$ cat config.mk
export PLATFORM = sky130hd
export DESIGN_NAME = booth_seq_mul
export DESIGN_NICKNAME = d
export VERILOG_FILES = /design/src/rtl/booth_pkg.sv /design/src/rtl/booth_recode.sv /design/src/rtl/booth_step.sv /design/src/rtl/booth_seq_mul.sv
export SDC_FILE = /design/constraint.sdc
export NUM_CORES = 1
export LEC_CHECK = 0
export ABC_AREA = 1
export ABC_CLOCK_PERIOD_IN_PS = 2370
export BUFFER_PORTS_ARGS = -buffer_cell sky130_fd_sc_hd__clkbuf_2
export CAP_MARGIN = 5
export CORE_MARGIN = 4
export CORE_UTILIZATION = 30
export DETAILED_ROUTE_END_ITERATION = 16
export RECOVER_POWER = 50
export SLEW_MARGIN = 40
export SYNTH_ARGS = -nofsm -noshare
export SYNTH_HDL_FRONTEND = slang
export SYNTH_SLANG_ARGS = --single-unit
$ cat constraint.sdc
create_clock -name clk -period 2.37 [get_ports clk]
set_input_delay 0.3555 -clock clk [delete_from_list [all_inputs] [get_ports clk]]
set_output_delay 0.3555 -clock clk [all_outputs]
set_load 0.01 [all_outputs]
$ cat src/rtl/booth_pkg.sv
package booth_pkg;

    typedef enum logic [1:0] {
        ST_IDLE,
        ST_STEP,
        ST_DONE
    } booth_state_e;

    typedef enum logic [1:0] {
        OP_SKIP,
        OP_ADD,
        OP_SUB
    } booth_op_e;

endpackage

$ cat src/rtl/booth_recode.sv
module booth_recode
    import booth_pkg::*;
(
    input  logic      q_lsb,
    input  logic      q_prev,
    output booth_op_e op
);

    always_comb begin
        unique case ({q_lsb, q_prev})
            2'b10:   op = OP_SUB;
            2'b01:   op = OP_ADD;
            default: op = OP_SKIP;
        endcase
    end

endmodule

$ cat src/rtl/booth_step.sv
module booth_step
    import booth_pkg::*;
#(
    parameter int W  = 8,
    parameter int AW = W + 2
) (
    input  logic [AW-1:0] acc,
    input  logic [W-1:0]  mq,
    input  logic [W-1:0]  mcand,
    input  booth_op_e     op,
    output logic [AW-1:0] acc_nx,
    output logic [W-1:0]  mq_nx,
    output logic          q_prev_nx
);

    logic [AW-1:0] m_ext;
    logic [AW-1:0] sum;

    assign m_ext = {{(AW-W){mcand[W-1]}}, mcand};

    always_comb begin
        unique case (op)
            OP_ADD:  sum = acc + m_ext;
            OP_SUB:  sum = acc - m_ext;
            default: sum = acc;
        endcase
    end

    // arithmetic right shift across {acc, mq, q_prev}
    assign acc_nx    = {sum[AW-1], sum[AW-1:1]};
    assign mq_nx     = {sum[0], mq[W-1:1]};
    assign q_prev_nx = mq[0];

endmodule

$ cat src/rtl/booth_seq_mul.sv
module booth_seq_mul
    import booth_pkg::*;
#(
    parameter int W = 8
) (
    input  logic           clk,
    input  logic           rst_n,
    input  logic           start,
    input  logic [W-1:0]   mcand,
    input  logic [W-1:0]   mplier,
    output logic           busy,
    output logic           done,
    output logic [2*W-1:0] product
);

    localparam int AW = W + 2;
    localparam int CW = $clog2(W + 1);

    booth_state_e  state, state_nx;
    logic [AW-1:0] acc;
    logic [W-1:0]  mq;
    logic          q_prev;
    logic [W-1:0]  m_reg;
    logic [CW-1:0] cnt;

    booth_op_e     op;
    logic [AW-1:0] acc_nx;
    logic [W-1:0]  mq_nx;
    logic          q_prev_nx;
    logic          last_iter;

    booth_recode u_recode (
        .q_lsb  (mq[0]),
        .q_prev (q_prev),
        .op     (op)
    );

    booth_step #(.W(W), .AW(AW)) u_step (
        .acc       (acc),
        .mq        (mq),
        .mcand     (m_reg),
        .op        (op),
        .acc_nx    (acc_nx),
        .mq_nx     (mq_nx),
        .q_prev_nx (q_prev_nx)
    );

    assign last_iter = (cnt == CW'(1));

    always_comb begin
        state_nx = state;
        unique case (state)
            ST_IDLE: if (start)     state_nx = ST_STEP;
            ST_STEP: if (last_iter) state_nx = ST_DONE;
            ST_DONE:                state_nx = ST_IDLE;
            default:                state_nx = ST_IDLE;
        endcase
    end

    always_ff @(posedge clk or negedge rst_n) begin
        if (!rst_n) state <= ST_IDLE;
        else        state <= state_nx;
    end

    always_ff @(posedge clk or negedge rst_n) begin
        if (!rst_n) begin
            acc    <= '0;
            mq     <= '0;
            q_prev <= 1'b0;
            m_reg  <= '0;
            cnt    <= '0;
        end else begin
            unique case (state)
                ST_IDLE: if (start) begin
                    acc    <= '0;
                    mq     <= mplier;
                    q_prev <= 1'b0;
                    m_reg  <= mcand;
                    cnt    <= CW'(W);
                end
                ST_STEP: begin
                    acc    <= acc_nx;
                    mq     <= mq_nx;
                    q_prev <= q_prev_nx;
                    cnt    <= cnt - 1'b1;
                end
                default: ;
            endcase
        end
    end

    always_comb begin
        busy = (state != ST_IDLE);
        done = (state == ST_DONE);
    end

    assign product = {acc[W-1:0], mq};

endmodule

# Yosys cells after proc, flatten, opt, wreduce, memory -nomap -nowiden
# Cells that the tools add are included.
totals:
  reg_bits: 33
  out_inout_bits: 18
  word_cells: 37
op_classes:
  addsub: 3
  eq_ne: 9
  n_mux: 13
  n_reduce_logical: 6
ops:
  columns: ["op", "n"]
  rows:
  - ["10-bit case mux with 2 select lines", 2]
  - ["8-bit case mux with 2 select lines", 1]
  - ["10-bit adder", 1]
  - ["10-bit two-way mux", 1]
  - ["10-bit subtractor", 1]
  - ["8-bit two-way mux", 1]
  - ["2-bit case mux with 2 select lines", 2]
  - ["4-bit case mux with 2 select lines", 1]
  - ["2-bit by 1-bit == test with 1-bit output, second input constant", 3]
  - ["2-bit == test, second input constant", 3]
  - ["2-bit AND reduction", 3]
  - ["4-bit by 1-bit == test with 1-bit output, second input constant", 1]
  - ["2-bit two-way mux", 2]
  - ["4-bit two-way mux", 1]
  - ["2-bit inequality test, second input constant", 2]
  - ["2-bit nonzero test", 2]
  - ["4-bit by 1-bit subtractor with 4-bit output, second input constant", 1]
  - ["2-bit zero test", 1]
  - ["1-bit case mux with 2 select lines", 1]
  - ["1-bit two-way mux", 1]

# Longest topological paths before layout
# Gate-level depths: netlist of the first run.
logic_depth:
  ltp_word: 5
  depth_mapped: 18

# Hierarchy
# A second synthesis of the first run with hierarchy kept.
hier_totals:
  hier_cells: 350
  area_unflattened_um2: 2398.6
by_module_without_submodules:
  columns: ["mod", "n_inst", "cells_per_inst", "area_per_inst_um2"]
  rows:
  - ["booth_seq_mul", 1, 186, 1519.0]
  - ["booth_step", 1, 160, 864.6]
  - ["booth_recode", 1, 4, 15.0]

# Least setup slack after synthesis of the first run
# Ideal clock, no wire load.
synth_path:
  path_kind: "flip-flop to flip-flop"
  start: "register q_prev"
  end: "register acc[5]"
  arrival_time_ns: 2.053
  t_required_ns: 2.248
  slack_ns: 0.195
  stages_incl_launch_ff: 17
  n_path_buf: 0
  cell_sequence: "dfrtp_1 inv_1 ha_1 inv_1 nand2_1 xor2_1 inv_1 ha_1 nand2_1 inv_1 nor2_1 nand2_1 nand2_1 nand2_1 or2_2 nand3_1 a21boi_1"
synth_between:
  elab_chain_len: 5
synth_lines:
  columns: ["item", "line_no", "text"]
  rows:
  - ["from (decl)", "booth_seq_mul.sv:22", "logic q_prev;"]
  - ["from (signal assigned)", "booth_seq_mul.sv:84", "q_prev <= q_prev_nx;"]
  - ["2-bit by 1-bit == test with 1-bit output / 2-bit == test (equally long branches)", "booth_recode.sv:10", "unique case ({q_lsb, q_prev})"]
  - ["2-bit case mux with 2 select lines (*)", "booth_recode.sv:10", null]
  - ["2-bit == test / 2-bit by 1-bit == test with 1-bit output (equally long branches)", "booth_step.sv:22", "unique case (op)"]
  - ["10-bit case mux with 2 select lines (*)", "booth_step.sv:22", null]
  - ["10-bit case mux with 2 select lines (*)", "booth_seq_mul.sv:73", "unique case (state)"]
  - ["to (signal assigned)", "booth_seq_mul.sv:82", "acc <= acc_nx;"]
  - ["to (decl)", "booth_seq_mul.sv:20", "logic [AW-1:0] acc;"]
# Mark *: on every way between the ends. The rest lies on a longest branch, timed or not.
# A chain may end at the register's enable or synchronous reset.

# Final worst setup path of the first run
layout_path:
  start: "register m_reg[4]"
  end: "register acc[8]"
layout_between:
  elab_chain_len: 3
layout_lines:
  columns: ["item", "line_no", "text"]
  rows:
  - ["from (decl)", "booth_seq_mul.sv:23", "logic [W-1:0] m_reg;"]
  - ["from (signal assigned)", "booth_seq_mul.sv:78", "m_reg <= mcand;"]
  - ["10-bit subtractor / 10-bit adder (equally long branches)", "booth_step.sv:24, booth_step.sv:23", null]
  - ["10-bit case mux with 2 select lines (*)", "booth_step.sv:22", null]
  - ["10-bit case mux with 2 select lines (*)", "booth_seq_mul.sv:73", null]
# Marked as above.

==> flow_metrics.env, run 1 <==
export IMPL_run_status="finished with violations"
export IMPL_failing_checks="capacitance limit, slew limit"
export IMPL_setup_tns_final_ns=0
export IMPL_final_util=0.3890
export IMPL_synth_area_per_cell_um2=7.420
export IMPL_period_share=0.9408
export IMPL_dr_pass1_iters=4
export IMPL_netlist_top_cell_by_area="sky130_fd_sc_hd__dfrtp_1"
export IMPL_timing_fmax_ghz=0.4485
export IMPL_final_hold_violation_count=0
export IMPL_route_detailed_vias_per_inst=4.597
export IMPL_critical_path_reg2reg_startpoint="m_reg[4]$_DFFE_PN0P_"
export IMPL_numPortBuffers=36
export IMPL_asyncSetResetFlopFracSynth=1.000
export IMPL_synthCells=286
export IMPL_largest_reg_flops=9
export IMPL_synth_top_cell_area_share=0.3774
export IMPL_worstRegToRegCells=14
export IMPL_timing_critical_path_to="acc[8]$_DFFE_PN0P_"
export IMPL_floorplan_rows=30
export IMPL_cts_buffers_inserted=5
export IMPL_sequential_area_share_after_synthesis=0.3774
export IMPL_holdBufCountCts=0
export IMPL_fp_dieArea_mm2=0.008483
export IMPL_timing_worst_slew_pin_value_ns=1.713
export IMPL_finish_net_count=360
export IMPL_totalWireLength_um=5108
export IMPL_clock_tree_htree_level_count=2
export IMPL_global_route_wire_length_before_repair_um=8266
export IMPL_detailroute_via_count=1949
export IMPL_drt_wirelength_per_cell_um=12.05
export IMPL_clock_insertion_delay_worst_skew_ns=0.29
export IMPL_crit_path_from="m_reg[4]$_DFFE_PN0P_"
export IMPL_detailedPlacementHpwl_um=3684
export IMPL_drive_gt1_frac=0.2500
export IMPL_grtUsageTotal=0.1216
export IMPL_globalRoute_totalOverflow=0
export IMPL_hold_path_class="primary input to register"
export IMPL_placement_setup_worst_slack_ns=-0.02736
export IMPL_grt_max_degree=33
export IMPL_antenna_violating_nets_post_route=0
export IMPL_synth_cell_area_mm2=0.002122
export IMPL_synthesized_net_count=319
export IMPL_ctsRootBufferMaster="sky130_fd_sc_hd__clkbuf_8"
export IMPL_slew_violations=33
export IMPL_min_delay_start="mcand[2]"
export IMPL_finalSetupViolations=0
export IMPL_synth_edf_count=0
export IMPL_maxCapViolCount=1
export IMPL_synth_flop_cell="sky130_fd_sc_hd__dfrtp_1"
export IMPL_timing_reg2reg_setup_slack_ns=0.14
export IMPL_grt_setup_unrepaired="true"
export IMPL_clock_path_buffers=2
export IMPL_yosysUniqueCellTypes=34
export IMPL_synth_ff_latch_count=32
export IMPL_cp_max_fo=4
export IMPL_min_period_ns=2.230
export IMPL_cp_data_required_time_ns=2.55
export IMPL_crit_path_end_kind="register"
export IMPL_n_fill_cell=749
export IMPL_dr_first_iter_drc_count=142
export IMPL_whs_ns=0.2622
export IMPL_floorplan_io_pins=37
export IMPL_diodes=0
export IMPL_cts_sinks=32
export IMPL_number_of_design_rule_violations_left_after_detail_routing=0
export IMPL_timing_max_slew_rel_slack=-0.1418
export IMPL_main_area_contributors_after_synthesis="sky130_fd_sc_hd__dfrtp_1, sky130_fd_sc_hd__nand2_1, sky130_fd_sc_hd__ha_1"
export IMPL_timing_critical_path_from_type="register"
export IMPL_core_area_mm2=0.006832
export IMPL_synthesis_yosys_warnings=0
export IMPL_initial_utilization=0.3106
export IMPL_grt_antenna_before_repair=0
export IMPL_die_height_um=92.11
export IMPL_worstPathArrival_ns=2.41
export IMPL_worstSetupPathType="register to register"
export IMPL_finalClockSkew_ns=0.008547
export IMPL_fin_ws_ns=0.1402
export IMPL_clk_pin_slew_ns=0.07
export IMPL_clock_tree_from_tritoncts="yes"
export IMPL_first_global_vias=1767
export IMPL_syn_to_final_growth_pct=25.24
export IMPL_r2r_end="acc[8]$_DFFE_PN0P_"
export IMPL_gpl_wtd_cong=0.8814
export IMPL_die_w_um=92.11
per-stage QoR:
stage / std cells / area, µm²
floorplan: 286 / 2122
global placement: 407 / 2350
detailed placement: 407 / 2350
CTS: 415 / 2479
global route: 424 / 2658
finish: 424 / 2658
routing by layer:
layer  GRT usage  up-vias  share of wire
li1            -     1000              -
met1      0.1586      886           0.47
met5           0        -              0
met3     0.02379        9          0.047
met2      0.1971       54           0.46
met4     0.04827        0          0.027
synthesized netlist by cell type, types with 2 or more instances:
library cell,count
sky130_fd_sc_hd__a22oi_1,2
sky130_fd_sc_hd__buf_4,9
sky130_fd_sc_hd__a21oi_1,12
sky130_fd_sc_hd__o21ai_0,16
sky130_fd_sc_hd__nand3_1,27
sky130_fd_sc_hd__dfrtp_1,32
sky130_fd_sc_hd__inv_1,33
sky130_fd_sc_hd__nand2_2,2
sky130_fd_sc_hd__a2bb2oi_1,2
sky130_fd_sc_hd__buf_2,4
sky130_fd_sc_hd__nor2_2,2
sky130_fd_sc_hd__or2_1,2
sky130_fd_sc_hd__xor2_1,3
sky130_fd_sc_hd__xnor2_1,2
sky130_fd_sc_hd__nand2_1,85
sky130_fd_sc_hd__ha_1,13
sky130_fd_sc_hd__nor2_1,18
sky130_fd_sc_hd__o22ai_1,3
sky130_fd_sc_hd__or2_2,2
sky130_fd_sc_hd__inv_2,3
what timing repair did:
action | CTS | global route
pin swaps | 0 | 19
setup buffers | 0 | 9
setup endpoints to repair | 4 | 5
resized for setup | 4 | 29
cloned | 0 | 0
cell usage in the layout, fill, tap and decap left out, types with 2 or more instances in the layout:
master and count:
sky130_fd_sc_hd__nand2_1 80, sky130_fd_sc_hd__dfrtp_1 32, sky130_fd_sc_hd__inv_1 30, sky130_fd_sc_hd__clkbuf_2 28
sky130_fd_sc_hd__nand3_1 26, sky130_fd_sc_hd__o21ai_0 14, sky130_fd_sc_hd__nor2_1 13, sky130_fd_sc_hd__buf_4 11
sky130_fd_sc_hd__a21oi_1 10, sky130_fd_sc_hd__clkbuf_1 9, sky130_fd_sc_hd__ha_1 7, sky130_fd_sc_hd__inv_2 6
sky130_fd_sc_hd__nand2_2 6, sky130_fd_sc_hd__ha_4 6, sky130_fd_sc_hd__nor2_2 5, sky130_fd_sc_hd__clkbuf_8 5
sky130_fd_sc_hd__o21ai_1 3, sky130_fd_sc_hd__xor2_1 3, sky130_fd_sc_hd__o22ai_1 3, sky130_fd_sc_hd__nor2_4 2
sky130_fd_sc_hd__xnor2_1 2, sky130_fd_sc_hd__nand2_4 2, sky130_fd_sc_hd__a21oi_2 2, sky130_fd_sc_hd__a2bb2oi_1 2
sky130_fd_sc_hd__or2_1 2, sky130_fd_sc_hd__a22oi_1 2
worst max-delay path: stages, from the launching register on:
cell and delay [ns]:
sky130_fd_sc_hd__dfrtp_1 0.43, sky130_fd_sc_hd__nor2_2 0.16, sky130_fd_sc_hd__nand2_1 0.07, sky130_fd_sc_hd__o21ai_1 0.14
sky130_fd_sc_hd__nand2_1 0.14, sky130_fd_sc_hd__a32oi_2 0.18, sky130_fd_sc_hd__ha_1 0.31, sky130_fd_sc_hd__nand2_2 0.12
sky130_fd_sc_hd__a21oi_1 0.05, sky130_fd_sc_hd__nor2_1 0.16, sky130_fd_sc_hd__nand2_1 0.07, sky130_fd_sc_hd__nor2_1 0.09
sky130_fd_sc_hd__nand3_1 0.07, sky130_fd_sc_hd__nand3_1 0.07, sky130_fd_sc_hd__nand2_1 0.06
cell families (layout without fill, tap and decap cells):
family                     Yosys count  in the layout  synth area share
and+or+nand+nor                    142            142            0.2895
buffers and inverters               50             92            0.1079
AOI/OAI and AO/OA                   43             43            0.1185
DFF                                 32             32            0.3774
adders and majority gates           14             14           0.08609
xor gates and xnor gates             5              5           0.02064
worst min path at each step:
stage / endpoint / cells past startpoint
final: m_reg[2]$_DFFE_PN0P_ / 3
after global routing: m_reg[2]$_DFFE_PN0P_ / 3
after CTS: acc[1]$_DFFE_PN0P_ / 1
after detailed placement: cnt[3]$_DFFE_PN0P_ / 1
after global placement: cnt[3]$_DFFE_PN0P_ / 1
after floorplan: acc[0]$_DFFE_PN0P_ / 0
layout make-up:
| class | instances | area, µm² | share of cell area |
|---|---|---|---|
| Sequential cell | 32 | 800.8 | 0.3013 |
| Clock inverter | 2 | 35.03 | 0.01318 |
| Timing Repair Buffer | 47 | 252.7 | 0.09510 |
| Tap cell | 96 | 120.1 | 0.04520 |
| Multi-Input combinational cell | 204 | 1235 | 0.4647 |
| Clock buffer | 6 | 72.57 | 0.02731 |
| Inverter | 37 | 141.4 | 0.05320 |
Power of run 1 is not shown: default switching activity piles up to over one toggle a cycle in this logic, so the estimate is an artifact.
==> run 2: changes to the inputs <==
--- a/config.mk
+++ b/config.mk
@@ -6,7 +6,7 @@
 export NUM_CORES = 1
 export LEC_CHECK = 0
 export ABC_AREA = 1
-export ABC_CLOCK_PERIOD_IN_PS = 2370
+export ABC_CLOCK_PERIOD_IN_PS = 2740
 export BUFFER_PORTS_ARGS = -buffer_cell sky130_fd_sc_hd__clkbuf_2
 export CAP_MARGIN = 5
 export CORE_MARGIN = 4
==> constraint.sdc (replaced) <==
create_clock -name clk -period 2.74 [get_ports clk]
set_input_delay 0.411 -clock clk [delete_from_list [all_inputs] [get_ports clk]]
set_output_delay 0.411 -clock clk [all_outputs]
set_load 0.01 [all_outputs]
==> flow_metrics.env, run 2 (synthesis results as in run 1) <==
export IMPL_worstSetupPathType="register to register"
export IMPL_maxCapViolCount=1
export IMPL_timing_critical_path_from_type="register"
export IMPL_hold_path_class="primary input to register"
export IMPL_clock_path_buffers=2
export IMPL_period_share=0.8766
export IMPL_whs_ns=0.3164
export IMPL_placed_cells=405
export IMPL_grt_antenna_before_repair=0
export IMPL_n_fill_cell=755
export IMPL_diodes=0
export IMPL_slew_violations=33
export IMPL_cp_data_required_time_ns=2.97
export IMPL_route_detailed_vias_per_inst=4.477
export IMPL_globalRoute_totalOverflow=0
export IMPL_antenna_violating_nets_post_route=0
export IMPL_worstRegToRegCells=15
export IMPL_critical_path_reg2reg_startpoint="m_reg[2]$_DFFE_PN0P_"
export IMPL_detailroute_via_count=1849
export IMPL_cts_sinks=32
export IMPL_r2r_end="acc[8]$_DFFE_PN0P_"
export IMPL_timing_fmax_ghz=0.4164
export IMPL_die_w_um=92.11
export IMPL_finalClockSkew_ns=0.003572
export IMPL_grt_setup_unrepaired="false"
export IMPL_grtUsageTotal=0.1231
export IMPL_cts_buffers_inserted=5
export IMPL_placement_cell_area_mm2=0.002335
export IMPL_initial_utilization=0.3106
export IMPL_die_height_um=92.11
export IMPL_numPortBuffers=36
export IMPL_global_route_wire_length_before_repair_um=8459
export IMPL_clock_tree_htree_level_count=2
export IMPL_fp_dieArea_mm2=0.008483
export IMPL_first_global_vias=1809
export IMPL_holdBufCountCts=0
export IMPL_timing_reg2reg_setup_slack_ns=0.34
export IMPL_finalSetupViolations=0
export IMPL_run_status="finished with violations"
export IMPL_drive_gt1_frac=0.1514
export IMPL_min_delay_start="mcand[4]"
export IMPL_worstPathArrival_ns=2.63
export IMPL_timing_max_slew_rel_slack=-0.1489
export IMPL_crit_path_end_kind="register"
export IMPL_largest_reg_flops=9
export IMPL_detailedPlacementHpwl_um=3664
export IMPL_gpl_wtd_cong=0.8884
export IMPL_whs_path_depth=3
export IMPL_min_period_ns=2.402
export IMPL_totalWireLength_um=4756
export IMPL_grt_max_degree=33
export IMPL_clk_pin_slew_ns=0.07
export IMPL_fin_cells=413
export IMPL_ctsRootBufferMaster="sky130_fd_sc_hd__clkbuf_8"
export IMPL_cp_max_fo=6
export IMPL_setup_tns_final_ns=0
export IMPL_dr_pass1_iters=4
export IMPL_mostFrequentLayoutCells="sky130_fd_sc_hd__nand2_1, sky130_fd_sc_hd__inv_1, sky130_fd_sc_hd__dfrtp_1"
export IMPL_clock_tree_from_tritoncts="yes"
export IMPL_floorplan_io_pins=37
export IMPL_number_of_design_rule_violations_left_after_detail_routing=0
export IMPL_final_cell_area_mm2=0.002437
export IMPL_timing_worst_slew_pin_value_ns=1.723
export IMPL_finish_net_count=349
export IMPL_dr_first_iter_drc_count=165
export IMPL_core_area_mm2=0.006832
export IMPL_hold_path_endpoint="m_reg[4]$_DFFE_PN0P_"
export IMPL_layout_cells_most_common="sky130_fd_sc_hd__nand2_1"
export IMPL_floorplan_rows=30
export IMPL_syn_to_final_growth_pct=14.86
export IMPL_final_hold_violation_count=0
export IMPL_clock_insertion_delay_worst_skew_ns=0.28
export IMPL_failing_checks="capacitance limit, slew limit"
export IMPL_drt_wirelength_per_cell_um=11.52
-- run 2: layout make-up --
type	count	area, µm²	area share
multi-input combinational	204	1095	0.4492
sequential	32	800.8	0.3285
inverter	37	141.4	0.05801
clock buffer	5	68.82	0.02823
tap	96	120.1	0.04928
timing repair buffer	36	168.9	0.06930
clock inverter	3	42.54	0.01745
-- run 2: worst max-delay path, cell delays in order (launching register included) --
cell and delay (ns):
sky130_fd_sc_hd__dfrtp_1 0.43, sky130_fd_sc_hd__nor2_1 0.11, sky130_fd_sc_hd__nand2_1 0.10, sky130_fd_sc_hd__nor3_1 0.21, sky130_fd_sc_hd__or2_2 0.16, sky130_fd_sc_hd__xor2_1 0.15
sky130_fd_sc_hd__inv_1 0.06, sky130_fd_sc_hd__ha_1 0.35, sky130_fd_sc_hd__nand2_1 0.11, sky130_fd_sc_hd__nor2_1 0.19, sky130_fd_sc_hd__nand4_1 0.10, sky130_fd_sc_hd__nor2_1 0.11
sky130_fd_sc_hd__nor2_1 0.05, sky130_fd_sc_hd__nand3_1 0.07, sky130_fd_sc_hd__nand3_1 0.07, sky130_fd_sc_hd__nand2_1 0.07
-- run 2: worst max path at each step --
stage	start	end	slack (ns)	depth (start not counted)
2_1_floorplan	q_prev$_DFFE_PN0P_	acc[5]$_DFFE_PN0P_	0.56	16
3_3_place_gp	mq[0]$_DFFE_PN0P_	acc[8]$_DFFE_PN0P_	0.36	13
3_5_place_dp	mq[0]$_DFFE_PN0P_	acc[8]$_DFFE_PN0P_	0.34	13
4_1_cts	mq[0]$_DFFE_PN0P_	acc[8]$_DFFE_PN0P_	0.32	13
5_1_grt	m_reg[0]$_DFFE_PN0P_	acc[8]$_DFFE_PN0P_	0.02	17
6_report	m_reg[2]$_DFFE_PN0P_	acc[8]$_DFFE_PN0P_	0.34	15
-- run 2: timing repair --
action                     4_1_cts  5_1_grt
setup endpoints to repair        0        1
resized for setup                0        1
buffers inserted                 0        0
-- run 2: metrics by stage --
stage,setup slack (ns),utilization
6_report,0.3382,0.3568
5_1_grt,0.01922,0.3568
2_1_floorplan,0.5648,-
3_5_place_dp,0.3437,0.3418
3_3_place_gp,0.3557,0.3418
4_1_cts,0.3206,0.3581
-- run 2: routing by layer --
layer / track usage / wire length [µm] / vias to the layer above
li1: - / - / 982
met2: 0.1934 / 2103 / 39
met1: 0.1677 / 2416 / 821
met3: 0.02379 / 147 / 7
met4: 0.04455 / 89 / 0
met5: 0 / 0 / -
Power of run 2 is left out for the same reason.
